File: src/rtl/wdog_pkg.sv
package wdog_pkg;
  typedef struct packed {
    logic cntInc;
    logic cntClr;
    logic flagSet;
    logic flagClr;
    logic loadHi;
    logic loadLo;
  } wdStrobes_t;
endpackage

File: src/rtl/wdog_control.sv
module wdog_control
  import wdog_pkg::*;
(
  input  logic       readyLine,
  input  logic       pioActive,
  input  logic       monitorEn,
  input  logic       regWrEn,
  input  logic [1:0] regWrStrb,
  input  logic       clearBit,
  input  logic       wdEnQ,
  input  logic       flagQ,
  input  logic       cntAtLast,
  output wdStrobes_t strobes
);
  logic watching;

  always_comb begin
    watching        = wdEnQ && monitorEn && pioActive && !readyLine && !flagQ;
    strobes.cntInc  = watching && !cntAtLast;
    strobes.flagSet = watching && cntAtLast;
    strobes.cntClr  = !watching || cntAtLast;
    strobes.loadHi  = regWrEn && regWrStrb[1];
    strobes.loadLo  = regWrEn && regWrStrb[0];
    // hardware set takes priority over a software clear in the same cycle
    strobes.flagClr = strobes.loadHi && clearBit && !strobes.flagSet;
  end
endmodule

File: src/rtl/wdog_datapath.sv
module wdog_datapath
  import wdog_pkg::*;
#(
  parameter int LIMIT = 256,
  localparam int CNT_W = $clog2(LIMIT)
) (
  input  logic             clk,
  input  logic             rstN,
  input  wdStrobes_t       strobes,
  input  logic [15:0]      regWrData,
  output logic             wdEnQ,
  output logic             flagQ,
  output logic             cntAtLast,
  output logic [CNT_W-1:0] count,
  output logic [15:0]      regRdData,
  output logic             timeoutIrq,
  output logic             channelRst
);
  logic irqEnQ;
  logic rstQ;

  always_ff @(posedge clk) begin
    if (!rstN) begin
      count <= '0;
    end else if (strobes.cntClr) begin
      count <= '0;
    end else if (strobes.cntInc) begin
      count <= count + 1'b1;
    end
  end

  always_ff @(posedge clk) begin
    if (!rstN) begin
      irqEnQ <= 1'b0;
      wdEnQ  <= 1'b0;
      rstQ   <= 1'b0;
      flagQ  <= 1'b0;
    end else begin
      if (strobes.loadHi) begin
        irqEnQ <= regWrData[14];
        wdEnQ  <= regWrData[13];
      end
      if (strobes.loadLo) begin
        rstQ <= regWrData[2];
      end
      if (strobes.flagSet) begin
        flagQ <= 1'b1;
      end else if (strobes.flagClr) begin
        flagQ <= 1'b0;
      end
    end
  end

  always_comb begin
    cntAtLast  = (count == CNT_W'(LIMIT - 1));
    timeoutIrq = flagQ && irqEnQ;
    channelRst = rstQ;
    regRdData  = {1'b0, irqEnQ, wdEnQ, flagQ, timeoutIrq, 1'b0,
                  7'b0, rstQ, 1'b0, 1'b1};
  end
endmodule

File: src/rtl/ready_watchdog.sv
module ready_watchdog
  import wdog_pkg::*;
#(
  parameter int LIMIT = 256,
  localparam int CNT_W = $clog2(LIMIT)
) (
  input  logic        clk,
  input  logic        rstN,
  input  logic        readyLine,
  input  logic        pioActive,
  input  logic        monitorEn,
  input  logic        regWrEn,
  input  logic [15:0] regWrData,
  input  logic [1:0]  regWrStrb,
  output logic [15:0] regRdData,
  output logic        timeoutIrq,
  output logic        channelRst
);
  wdStrobes_t       strobes;
  logic             wdEnQ;
  logic             flagQ;
  logic             cntAtLast;
  logic [CNT_W-1:0] wdCount;

  wdog_control ctrl (
    .readyLine (readyLine),
    .pioActive (pioActive),
    .monitorEn (monitorEn),
    .regWrEn   (regWrEn),
    .regWrStrb (regWrStrb),
    .clearBit  (regWrData[12]),
    .wdEnQ     (wdEnQ),
    .flagQ     (flagQ),
    .cntAtLast (cntAtLast),
    .strobes   (strobes)
  );

  wdog_datapath #(.LIMIT(LIMIT)) dp (
    .clk        (clk),
    .rstN       (rstN),
    .strobes    (strobes),
    .regWrData  (regWrData),
    .wdEnQ      (wdEnQ),
    .flagQ      (flagQ),
    .cntAtLast  (cntAtLast),
    .count      (wdCount),
    .regRdData  (regRdData),
    .timeoutIrq (timeoutIrq),
    .channelRst (channelRst)
  );
endmodule

File: config.mk
export PLATFORM = sky130hd
export DESIGN_NAME = ready_watchdog
export DESIGN_NICKNAME = d
export VERILOG_FILES = /design/src/rtl/wdog_pkg.sv /design/src/rtl/wdog_control.sv /design/src/rtl/wdog_datapath.sv /design/src/rtl/ready_watchdog.sv
export SDC_FILE = /design/constraint.sdc
export NUM_CORES = 1
export LEC_CHECK = 0
export BUFFER_PORTS_ARGS = -buffer_cell sky130_fd_sc_hd__buf_4
export CORE_MARGIN = 8
export CORE_UTILIZATION = 40
export DETAILED_ROUTE_END_ITERATION = 10
export PLACE_DENSITY_LB_ADDON = 0.1
export SLEW_MARGIN = 30
export SYNTH_ARGS = -nofsm -noshare
export SYNTH_HDL_FRONTEND = slang
export SYNTH_SLANG_ARGS = --single-unit
File: constraint.sdc
create_clock -name clk -period 1.3 [get_ports clk]
set_input_delay 0.13 -clock clk [delete_from_list [all_inputs] [get_ports clk]]
set_output_delay 0.13 -clock clk [all_outputs]
set_load 0.02 [all_outputs]
==> run_results.csv <==
group,metric,value,unit
sta,worst_clock_skew,6.59,ps
power_and_ir_drop,pd_cells,974,nW/um2
hold_path,min-delay-path-class,"in2reg",
detailed_routing,vias,525,
final_layout,nNetsFinal,119,
synthesis,yosys-mux-area-fraction,0,%
synthesis,synth.top_cells.by_area,"sky130_fd_sc_hd__dfxtp_1, sky130_fd_sc_hd__buf_4, sky130_fd_sc_hd__nand3_1",
setup_path,timing.setup.critical_path_class,"reg2reg",
hold_path,worst_hold_path.endpoint,"dp.flagQ$_SDFFE_PN0P_",
synthesis,simple_gate_share_of_the_synthesized_area,25.1,%
synthesis,synth_commonest_cells,"sky130_fd_sc_hd__buf_4, sky130_fd_sc_hd__dfxtp_1, sky130_fd_sc_hd__nand2_1, sky130_fd_sc_hd__nand3_1",
global_route,number_of_antenna_violations_at_the_first_check_in_global_routing,0,
global_route,global_route_wire_length_before_repair,2.30,mm
placement,dp.final_hpwl,1.07,mm
setup_path,critical_path.startpoint,"dp.count[3]$_SDFFE_PP0P_",
die,die_w,55.9,um
synthesis,synth_compound_area_share,11.0,%
clocking,clk_transition_reported_paths,80,ps
setup_path,cpPeakStageDelay,430,ps
global_route,grt_pass1_vias,512,
setup_path,rr_worst_depth,3,
global_route,globalRouteTotalUtil,8.89,%
power_and_ir_drop,p_leak,0.327,nW
synthesis,yosysTopAreaCell,"sky130_fd_sc_hd__dfxtp_1",
clocking,post_cts.repair.setup_buffers,0,
placement,io_buffer_count,18,
die,std_cell_rows,14,
setup_path,critical_path.startpoint_type,"flop",
synthesis,post_synth_xor_area_fraction,4.13,%
synthesis,number_of_standard_cells_after_synthesis,74,
hold_path,hold_path.startpoint,"rstN",
setup_path,critical_path.reg2reg.endpoint,"dp.count[5]$_SDFFE_PP0P_",
synthesis,yosysWarnings,0,
synthesis,sequential_share_of_the_synthesized_area,37.7,%
detailed_routing,detailedRoute.firstIterationViolations,1,
final_layout,fin_area,776,um2
setup_path,worst-path-buf-inv,0,
run,maxCapViolCount,0,
clocking,numCtsBuffers,3,
setup_path,worst-r2r-setup-slack,60,ps
die,die_area,3120,um2
placement,finalWeightedCongestion,0.752,
final_layout,fillerInstances,156,
detailed_routing,post_drt_wl_per_cell,12.5,um
final_layout,insertedDiodeCount,0,
sta,hold_viol_final,0,
synthesis,synth-edff-count,0,
power_and_ir_drop,finalPower,0.755,mW
synthesis,postSynthRegisterBits,12,
sta,final-max-slew-violation-count,0,
synthesis,synth_top_family_by_area,"simple AND/OR/NAND/NOR gates",
detailed_routing,number_of_nets_still_failing_antenna_checks_after_routing,0,
setup_path,kind_of_end_point_of_the_critical_path,"flop",
setup_path,cp_data_required_time,1480,ps
power_and_ir_drop,max-vdd-ir-drop,0.786,mV
placement,detailed_place.area,736,um2
die,core_region_area,1510,um2
clocking,cts_root_buf,"sky130_fd_sc_hd__clkbuf_4",
detailed_routing,dr.pass1.iters,4,
synthesis,synthMostInstantiatedCell,"sky130_fd_sc_hd__buf_4",
die,start_util,42.3,%
synthesis,count_of_unique_library_cells_instantiated_by_yosys,25,
global_route,grt_max_degree,10,
sta,setup_tns,0,ps
synthesis,ys_async_sr_fraction,0,%
clocking,clk-insertion-delay-late,270,ps
setup_path,critical_path_peak_fanout,6,
setup_path,critPathSlowestCell,"sky130_fd_sc_hd__dfxtp_1",
detailed_routing,drt-total-wl,1.37,mm
clocking,tritoncts,"done",
detailed_routing,via_per_inst,4.82,
synthesis,synth_adder_area_share,1.96,%
final_layout,synthToLayoutAreaGrowth,21.8,%
clocking,htreeDepth,1,
setup_path,timing.critical_path.arrival,1410,ps
outcome,status,"finished, final reports clean",
synthesis,syn-cell-area,637,um2
synthesis,syn_avg_cell_area,8.61,um2
global_route,gr-total-overflow,0,
setup_path,crit_path_cell_trace,"nand2_1 > or3_1 > a211oi_1",
synthesis,synth_top_cell_area_share,37.7,%
sta,fmax,0.808,GHz
setup_path,path_delay_family,"simple AND/OR/NAND/NOR gates",
setup_path,critical_path.reg2reg.startpoint,"dp.count[3]$_SDFFE_PP0P_",
clocking,numClockSinks,12,
die,fp.dieH,55.9,um
synthesis,synth_flop_cell,"sky130_fd_sc_hd__dfxtp_1",
die,floorplan.io_pins,42,
sta,period_share,95.2,%
clocking,clock_tree.buffer_depth,2,
sta,rsz0062_at_grt,"no",
final_layout,drive_gt1_share,31.2,%
detailed_routing,drc_errors,0,
hold_path,min_path_cells,3,
clocking,post_cts_hold_buffer_count,0,
sta,finalSetupViolCount,0,
sta,final_period_minus_worst_setup_slack,1240,ps
## worst reg2reg max path: stages, from the launching register on
cell and delay [ps]:
sky130_fd_sc_hd__dfxtp_1 430, sky130_fd_sc_hd__nand2_1 100, sky130_fd_sc_hd__or3_1 360, sky130_fd_sc_hd__a211oi_1 260
## kinds of logic (layout without fill, tap and decap cells)
kind of cell,Yosys count,in the layout
buffers and inverters,16,26
AO/OA/AOI/OAI,10,10
adder cells (fa/ha/maj),1,1
XOR/XNOR,3,3
other,2,11
flip-flops,12,12
AND/OR/NAND/NOR,30,30
## where the power goes
part / internal [mW] / switching, mW
sequential: 0.372 / 0.00320
clock: 0.170 / 0.125
combinational: 0.0332 / 0.0516
total: 0.575 / 0.180
## metrics by stage
step                      hold WS, ps  std cells  setup slack [ps]  util, %
final                             114        109              62.4     51.5
after global routing              108        109             0.246     51.5
after CTS                         111        109              20.0     51.4
after detailed placement          401        105              15.6     48.8
after global placement            403        105              24.1     48.8
after floorplan                   271         83               101        -
## cell usage in the layout (no fill, tap or decap), types with 2 or more instances in the layout
master / n
sky130_fd_sc_hd__a21boi_0: 3
sky130_fd_sc_hd__buf_4: 22
sky130_fd_sc_hd__clkbuf_4: 3
sky130_fd_sc_hd__conb_1: 11
sky130_fd_sc_hd__dfxtp_1: 11
sky130_fd_sc_hd__nand2_1: 8
sky130_fd_sc_hd__nand3_1: 8
sky130_fd_sc_hd__nor2_1: 3
sky130_fd_sc_hd__nor3_1: 2
sky130_fd_sc_hd__o21ai_0: 2
sky130_fd_sc_hd__or3_1: 2
sky130_fd_sc_hd__xor2_1: 2
## sequential cells by signal, summed over array words and instances (netlist names)
register       cells
dp.flagQ           1
dp.wdEnQ           1
dp.channelRst      1
dp.count           8
dp.irqEnQ          1
## routing by layer
metal / track usage, % / vias to the layer above / wire [um]
met5: 0 / - / 0
met4: 1.03 / 0 / 10
met3: 6.39 / 2 / 131
met2: 14.3 / 17 / 645
met1: 9.56 / 233 / 578
li1: - / 273 / -
## layout make-up
class                      count  area (um2)  share of cell area, %
multi-input combinational     55         313                   40.3
tap                           16        20.0                   2.58
clock buffer                   4        36.3                   4.68
timing repair buffer          22         165                   21.3
sequential                    12         241                   31.1
## how the worst max path moves through the flow
stage / to / slack [ps] / cells past startpoint
2_1_floorplan: dp.count[6]$_SDFFE_PP0P_ / 100 / 4
5_1_grt: dp.count[5]$_SDFFE_PP0P_ / 0.2 / 3
3_5_place_dp: dp.count[6]$_SDFFE_PP0P_ / 20 / 4
6_report: dp.count[5]$_SDFFE_PP0P_ / 60 / 3
4_1_cts: dp.count[6]$_SDFFE_PP0P_ / 20 / 4
3_3_place_gp: dp.count[6]$_SDFFE_PP0P_ / 20 / 4
## timing repair
action | CTS | global route
hold endpoints to repair | 0 | 0
endpoints found under the setup margin | 1 | 5
gates resized for setup | 1 | 1
No activity file was read; power rests on OpenSTA's default activity.
